===== src/rtl/pci_tt_pkg.sv =====
package pci_tt_pkg;

  typedef enum logic [2:0] {
    ST_IDLE,
    ST_DECODE,
    ST_DATA,
    ST_TERM,
    ST_DRAIN
  } tgtState_t;

  // Strobes from the control FSM to the datapath registers
  typedef struct packed {
    logic loadCnt;
    logic decCnt;
    logic setSel;
    logic setTrdy;
    logic clrTrdy;
    logic setStop;
    logic releaseAll;
  } tgtCmd_t;

  // Status returned by the datapath
  typedef struct packed {
    logic cntZero;
    logic trdyOn;
  } tgtStat_t;

endpackage


===== src/rtl/pci_tt_dp.sv =====
module pci_tt_dp
  import pci_tt_pkg::*;
#(
  parameter int CNT_W    = 2,
  parameter int LAT_INIT = 1
) (
  input  logic     clk,
  input  logic     rstN,
  input  tgtCmd_t  cmd,
  input  logic     irdyOn,
  output tgtStat_t stat,
  output logic     selOn,
  output logic     trdyOn,
  output logic     stopOn,
  output logic     xfer
);

  localparam logic [CNT_W-1:0] CNT_LOAD = CNT_W'(LAT_INIT);

  logic [CNT_W-1:0] latCnt;

  always_ff @(posedge clk or negedge rstN) begin
    if (!rstN) begin
      latCnt <= '0;
    end else if (cmd.loadCnt) begin
      latCnt <= CNT_LOAD;
    end else if (cmd.decCnt && latCnt != '0) begin
      latCnt <= latCnt - 1'b1;
    end
  end

  always_ff @(posedge clk or negedge rstN) begin
    if (!rstN) begin
      selOn  <= 1'b0;
      trdyOn <= 1'b0;
      stopOn <= 1'b0;
    end else if (cmd.releaseAll) begin
      selOn  <= 1'b0;
      trdyOn <= 1'b0;
      stopOn <= 1'b0;
    end else begin
      if (cmd.setSel)       selOn  <= 1'b1;
      if (cmd.setTrdy)      trdyOn <= 1'b1;
      else if (cmd.clrTrdy) trdyOn <= 1'b0;
      if (cmd.setStop)      stopOn <= 1'b1;
    end
  end

  assign xfer         = selOn && trdyOn && irdyOn;
  assign stat.cntZero = (latCnt == '0);
  assign stat.trdyOn  = trdyOn;

endmodule


===== src/rtl/pci_tt_ctrl.sv =====
module pci_tt_ctrl
  import pci_tt_pkg::*;
(
  input  logic     clk,
  input  logic     rstN,
  input  logic     frameOn,
  input  logic     irdyOn,
  input  logic     addrHit,
  input  logic     localReady,
  input  logic     localStop,
  input  tgtStat_t stat,
  output tgtCmd_t  cmd
);

  tgtState_t state, nextState;
  tgtCmd_t   stepCmd;
  logic      pending, beat;

  assign beat    = stat.trdyOn && irdyOn;
  assign pending = stat.trdyOn && !irdyOn;

  // Per-beat decision shared by the first data edge and the data phase
  always_comb begin
    stepCmd = '0;
    if (localStop) stepCmd.setStop = 1'b1;
    if (!pending) begin
      if (localReady) stepCmd.setTrdy = 1'b1;
      else            stepCmd.clrTrdy = 1'b1;
    end
  end

  always_comb begin
    cmd       = '0;
    nextState = state;
    case (state)
      ST_IDLE: begin
        if (frameOn) begin
          if (addrHit) begin
            cmd.loadCnt = 1'b1;
            nextState   = ST_DECODE;
          end else begin
            nextState = ST_DRAIN;
          end
        end
      end
      ST_DECODE: begin
        if (stat.cntZero) begin
          cmd        = stepCmd;
          cmd.setSel = 1'b1;
          nextState  = localStop ? ST_TERM : ST_DATA;
        end else begin
          cmd.decCnt = 1'b1;
        end
      end
      ST_DATA: begin
        if (!frameOn && beat) begin
          cmd.releaseAll = 1'b1;
          nextState      = ST_DRAIN;
        end else begin
          cmd       = stepCmd;
          nextState = localStop ? ST_TERM : ST_DATA;
        end
      end
      ST_TERM: begin
        if (!frameOn && !pending) begin
          cmd.releaseAll = 1'b1;
          nextState      = ST_DRAIN;
        end else if (beat) begin
          cmd.clrTrdy = 1'b1;
        end
      end
      ST_DRAIN: begin
        if (!frameOn && !irdyOn) nextState = ST_IDLE;
      end
      default: nextState = ST_IDLE;
    endcase
  end

  always_ff @(posedge clk or negedge rstN) begin
    if (!rstN) state <= ST_IDLE;
    else       state <= nextState;
  end

endmodule


===== src/rtl/pci_target_term.sv =====
module pci_target_term
  import pci_tt_pkg::*;
#(
  parameter int DECODE_LAT = 2
) (
  input  logic clk,
  input  logic rstN,
  input  logic frameN,
  input  logic irdyN,
  input  logic addrHit,
  input  logic localReady,
  input  logic localStop,
  output logic devselN,
  output logic trdyN,
  output logic stopN,
  output logic xferStrobe
);

  localparam int CNT_W    = $clog2(DECODE_LAT + 1);
  localparam int LAT_INIT = (DECODE_LAT > 0) ? DECODE_LAT - 1 : 0;

  tgtCmd_t  cmd;
  tgtStat_t stat;
  logic     selOn, trdyOn, stopOn, xfer;

  pci_tt_ctrl i_ctrl (
    .clk        (clk),
    .rstN       (rstN),
    .frameOn    (!frameN),
    .irdyOn     (!irdyN),
    .addrHit    (addrHit),
    .localReady (localReady),
    .localStop  (localStop),
    .stat       (stat),
    .cmd        (cmd)
  );

  pci_tt_dp #(
    .CNT_W    (CNT_W),
    .LAT_INIT (LAT_INIT)
  ) i_dp (
    .clk    (clk),
    .rstN   (rstN),
    .cmd    (cmd),
    .irdyOn (!irdyN),
    .stat   (stat),
    .selOn  (selOn),
    .trdyOn (trdyOn),
    .stopOn (stopOn),
    .xfer   (xfer)
  );

  assign devselN    = !selOn;
  assign trdyN      = !trdyOn;
  assign stopN      = !stopOn;
  assign xferStrobe = xfer;

endmodule


===== config.mk =====
export PLATFORM = sky130hd
export DESIGN_NAME = pci_target_term
export DESIGN_NICKNAME = d
export VERILOG_FILES = /design/src/rtl/pci_tt_pkg.sv /design/src/rtl/pci_tt_dp.sv /design/src/rtl/pci_tt_ctrl.sv /design/src/rtl/pci_target_term.sv
export SDC_FILE = /design/constraint.sdc
export NUM_CORES = 1
export LEC_CHECK = 0
export BUFFER_PORTS_ARGS = -buffer_cell sky130_fd_sc_hd__buf_2
export CORE_MARGIN = 2
export CORE_UTILIZATION = 25
export DETAILED_ROUTE_END_ITERATION = 10
export MAX_ROUTING_LAYER = met4
export PLACE_DENSITY_LB_ADDON = 0.15
export SETUP_SLACK_MARGIN = 0.3
export SLEW_MARGIN = 20
export SYNTH_ARGS = -nofsm -noshare
export SYNTH_HDL_FRONTEND = slang
export SYNTH_SLANG_ARGS = --single-unit

===== constraint.sdc =====
create_clock -name clk -period 2.2 [get_ports clk]
set_input_delay 0.22 -clock clk [delete_from_list [all_inputs] [get_ports clk]]
set_output_delay 0.22 -clock clk [all_outputs]
set_load 0.03 [all_outputs]

Word-level counts from Yosys, hierarchy flattened
Cells that the tools add are included.
{"block": "classes", "n_reduce_logical": 21, "n_addsub": 1, "mux": 35, "eq_ne": 8}
{"cell": "3-bit two-way mux", "n": 7}
{"cell": "1-bit two-way mux", "n": 18}
{"cell": "3-bit one-hot mux with 5 select lines", "n": 1}
{"cell": "1-bit logical AND", "n": 8}
{"cell": "2-bit nonzero test", "n": 4}
{"cell": "3-bit by 2-bit equality test with 1-bit output (second input constant)", "n": 2}
{"cell": "2-bit two-way mux", "n": 3}
{"cell": "2-bit by 1-bit != test with 1-bit output (second input constant)", "n": 3}
{"cell": "1-bit one-hot mux with 3 select lines", "n": 2}
{"cell": "3-bit one-hot mux with 2 select lines", "n": 1}
{"cell": "1-bit zero test", "n": 5}
{"cell": "5-bit two-way mux", "n": 1}
{"cell": "1-bit one-hot mux with 2 select lines", "n": 2}
{"cell": "4-bit AND reduction", "n": 1}
{"cell": "3-bit by 1-bit equality test with 1-bit output (second input constant)", "n": 1}
{"cell": "3-bit equality test (second input constant)", "n": 1}
{"cell": "3-bit zero test", "n": 1}
{"cell": "3-bit nonzero test", "n": 1}
{"cell": "2-bit zero test", "n": 1}
{"cell": "2-bit != test (second input constant)", "n": 1}
{"cell": "2-bit by 1-bit subtractor with 2-bit output (second input constant)", "n": 1}
{"block": "word_totals", "out_inout_bits": 4, "in_bits": 7, "register_bits": 8, "word_cells": 70}

Longest topological paths before layout
{"block": "logic_depth", "depth_word": 8, "mapped_depth": 6, "mapped_depth_nobuf": 6}

Hierarchy
Synthesis repeated with hierarchy kept, for this count alone.
{"block": "unflattened", "hier_cells": 65, "area_unflattened_um2": 556.8}
{"module": "pci_tt_ctrl", "instances": 1, "area_each_um2": 302.8, "cells_each": 37}
{"module": "pci_tt_dp", "instances": 1, "area_each_um2": 235.2, "cells_each": 23}
{"module": "pci_target_term", "instances": 1, "area_each_um2": 18.8, "cells_each": 5}

Worst setup path after synthesis
Ideal clock, no wire load.
{"block": "synth_path", "path_type": "reg2out", "start": "reg i_dp.trdyOn", "end": "out xferStrobe", "stages_incl_launch_ff": 3, "n_path_buf": 0, "arrival_time_ns": 1.260, "path_slack_ns": 0.720, "t_required_ns": 1.980, "path_cell_list": "dfrtp_1 > inv_1 > nor3_1"}
{"block": "synth_via", "elab_chain_len": 2}
{"item": "start, declared", "line_no": "pci_tt_dp.sv:13", "text": "output logic trdyOn,"}
{"item": "start signal, assigned", "line_no": "pci_tt_dp.sv:35", "text": "trdyOn <= 1'b0;"}
{"item": "start signal, assigned", "line_no": "pci_tt_dp.sv:39", "text": "trdyOn <= 1'b0;"}
{"item": "start signal, assigned", "line_no": "pci_tt_dp.sv:43", "text": "if (cmd.setTrdy) trdyOn <= 1'b1;"}
{"item": "1-bit logical AND (2 in a row)", "line_no": "pci_tt_dp.sv:49", "text": "assign xfer = selOn && trdyOn && irdyOn;"}
{"item": "end, declared", "line_no": "pci_target_term.sv:16", "text": "output logic xferStrobe"}
No other way between the ends.

Final worst setup path
{"block": "layout_path", "start": "reg i_ctrl.state[0]", "end": "reg i_dp.trdyOn"}
{"block": "layout_via", "elab_chain_len": 4, "word_cells_on_any_way": 9}
{"item": "start, declared", "line_no": "pci_tt_ctrl.sv:15", "text": "tgtState_t state, nextState;"}
{"item": "start signal, assigned", "line_no": "pci_tt_ctrl.sv:81", "text": "else state <= nextState;"}
{"item": "3-bit by 2-bit equality test with 1-bit output or 3-bit by 1-bit equality test with 1-bit output (tied branches)", "line_no": "pci_tt_ctrl.sv:35", "text": "case (state)"}
{"item": "3-bit one-hot mux with 2 select lines", "line_no": "pci_tt_ctrl.sv:35"}
{"item": "1-bit two-way mux", "line_no": "pci_tt_dp.sv:43"}
{"item": "1-bit two-way mux", "line_no": "pci_tt_dp.sv:37", "text": "end else if (cmd.releaseAll) begin"}
{"item": "end signal, assigned", "line_no": "pci_tt_dp.sv:39"}
{"item": "end signal, assigned", "line_no": "pci_tt_dp.sv:43"}
{"item": "end signal, assigned", "line_no": "pci_tt_dp.sv:44", "text": "else if (cmd.clrTrdy) trdyOn <= 1'b0;"}
Several ways; a longest one is shown, not always the timed one.
A chain may end at the register's enable or synchronous reset.

==> run summary <==
Worst Clk Skew -> 0.001526 ns
CTS max path bufs -> 2
clock slew at reported path FFs -> 0.06 ns
initial antenna violation count -> 0
arrival time worst endpoint -> 1.67 ns
Clock Latency Late Sink -> 0.26 ns
clk root buf -> clkbuf_4
Power Dens Cells -> 1396 nW/um2
max incr delay on CP -> 0.58 ns
Via density -> 4.900
Startpoint Class -> flip-flop
Worst Path Required -> 2.39 ns
clock sink count -> 8
routed wire length per instance -> 12.26 um
clock power share -> 12.9%
Final period util -> 67.27%
Reg power frac -> 34.5%
ys flop type -> dfrtp_1
# port buffers -> 10
Setup CP Type -> flip-flop to flip-flop
total negative slack -> 0 ns
global-route wire length before repair -> 1980 um
fill count -> 220
Synth area leaders -> dfrtp_1, a2111oi_4, inv_1
P_sw -> 0.4263 mW
Resized cells post-CTS -> 0
worst-margin pin slew -> 0.4221 ns
peak supply drop -> 0.0004347 V
# nets final -> 83
maxcap violations -> 0
post-synthesis sequential area ratio -> 36.45%
post-CTS setup repair buffer count -> 0
gp weighted congestion -> 0.7374
Setup violations, final -> 0
vias in the first global route -> 449
dpl hpwl -> 937.1 um
EDFF count, synth -> 0
Finished Layout Cells -> 100
outcome -> complete, no violations
worst path cell trace -> inv_1 > nor4b_2 > o21ai_0 > a21oi_1
Synth Area per Inst -> 9.005 um2
standard-cell rows -> 16
Synth async-reset ratio -> 100.0%
share of the synthesized area in the top cell type -> 36.45%
DR vias -> 490
die width -> 50.88 um
Die ar. -> 2588 um2
max-slew violation count -> 0
crit-path max FO -> 11
Critical Path Slowest Stage Cell -> dfrtp_1
CTS tree -> built
core footprint -> 2022 um2
die height -> 50.88 um
ant diodes -> 0
combinational share of power -> 52.6%
warnings from Yosys -> 0
cts hold-fix bufs -> 1
top cell family by delay on the critical path -> flip-flops
#FFs+latches synth -> 8
post-synth top area cell -> dfrtp_1
internal power -> 0.4858 mW
Detail Route Antenna Nets -> 0
CTS Buf Count -> 3
top post-synthesis cells by count -> dfrtp_1, inv_1, nor2_1, nand3_1, o21ai_0
RSZ-0062 raised after global routing -> no
area of the multi-input gates -> 310.3 um2
CP bufs+invs -> 1
switch share -> 46.74%
top-count cell post-synth -> dfrtp_1
fraction of layout cells with a size suffix above 1 -> 27.40%
io pins -> 11
1st-pass router iterations -> 4
Tmin final -> 1.480 ns
Hold Path Class -> input port to flip-flop
initial DRC count -> 7
drt drc -> 0
area growth from synthesis to layout -> 18.91%
Placed Instances -> 96
count of cell types in the netlist -> 32
Crit. End Element -> flip-flop
Synth Instances -> 61
total track usage -> 11.03%
maximum clock rate -> 675.7 MHz
H-tree levels -> 1
Slew headroom -> 71.86%
Mapped Nets -> 69
Final Hold Viols -> 0
pin count of the biggest net entering global routing -> 12
final WL -> 1226 um
Initial Utilization -> 27.17%
Leak -> 0.2978 nW
global route total overflow -> 0
Mapped Area -> 549.3 um2
FF+latch area -> 200.2 um2
-- cell usage in the layout, fill, tap and decap left out, drive strengths merged --
| cell type | instances |
|---|---|
| a2111oi | 1 |
| a22o | 2 |
| o21ai | 5 |
| a21oi | 2 |
| nand2 | 2 |
| a22oi | 1 |
| or2 | 1 |
| nor2 | 6 |
| a21o | 1 |
| nand2b | 2 |
| inv | 7 |
| o31ai | 1 |
| nor2b | 2 |
| a21bo | 1 |
| o211ai | 2 |
| or3 | 1 |
| nor4 | 1 |
| mux2i | 1 |
| dlygate4sd3 | 1 |
| o21a | 1 |
| nor3 | 2 |
| a32oi | 1 |
| buf | 10 |
| dfrtp | 8 |
| a31oi | 1 |
| ha | 1 |
| nand3 | 4 |
| nor3b | 1 |
| nor4b | 1 |
| clkbuf | 3 |
-- final timing paths --
check	slack, ns	depth (start not counted)	to	startpoint
worst max-delay path	0.72	4	i_dp.trdyOn$_DFFE_PN0P_	i_ctrl.state[0]$_DFFE_PN0P_
worst min-delay path	0.23	2	i_dp.stopOn$_DFFE_PN0P_	localStop
worst max register to register	0.72	4	i_dp.trdyOn$_DFFE_PN0P_	i_ctrl.state[0]$_DFFE_PN0P_
worst min register to register	0.49	1	i_dp.latCnt[0]$_DFFE_PN0P_	i_dp.latCnt[0]$_DFFE_PN0P_
max in group asynchronous	1.70	2	i_ctrl.state[2]$_DFFE_PN0P_	rstN
min in group asynchronous	0.33	2	i_dp.trdyOn$_DFFE_PN0P_	rstN
-- per-stage QoR --
stage / utilization [%] / instance area (um2) / total power, mW / worst slack (ns) / hold WS (ns)
global route: 32.30 / 653.1 / 0.9835 / 0.6097 / 0.2417
finish: 32.30 / 653.1 / 0.9121 / 0.7200 / 0.2326
detailed placement: 30.69 / 620.6 / 0.7939 / 0.7473 / 0.07888
global placement: 30.69 / 620.6 / 0.8081 / 0.7636 / 0.08015
floorplan: - / 549.3 / 0.6930 / 0.7202 / -0.07559
CTS: 32.30 / 653.1 / 0.9196 / 0.7350 / 0.2267
-- kinds of logic after synthesis --
logic type | count (synthesis) | share of synthesized area [%]
AND/OR/NAND/NOR | 23 | 24.83
AO/OA/AOI/OAI | 19 | 27.57
buffers and inverters | 9 | 7.060
flip-flops | 8 | 36.45
multiplexers | 1 | 1.822
adder cells (fa/ha/maj) | 1 | 2.278
-- sequential cells by signal, indices dropped and copies added, names as in the netlist --
signal / count
i_dp.selOn: 1
i_ctrl.state: 3
i_dp.stopOn: 1
i_dp.latCnt: 2
i_dp.trdyOn: 1
-- per-layer routing --
metal / GRT usage, % / share of wire, % / up-vias
li1: - / - / 246
met5: - / 0 / -
met2: 14.47 / 41 / 10
met3: 1.754 / 2.9 / 5
met4: 9.459 / 3.3 / 0
met1: 14.57 / 53 / 229
-- power by group through the flow --
stage                     registers, mW  logic, mW  clock network [mW]
after detailed placement          0.315      0.478                   0
after global placement            0.320      0.488                   0
final                             0.314      0.480               0.118
after global routing              0.325      0.531               0.128
after CTS                         0.313      0.483               0.124
after floorplan                   0.260      0.433                   0
-- cell type report --
class | instances | share of cell area (%)
multi-input cells | 44 | 47.51
flip-flops and latches | 8 | 30.65
repair buffers | 11 | 9.195
well taps | 27 | 5.172
inverters | 7 | 4.023
clock buffers | 3 | 3.448
No activity file was read; power rests on OpenSTA's default activity.
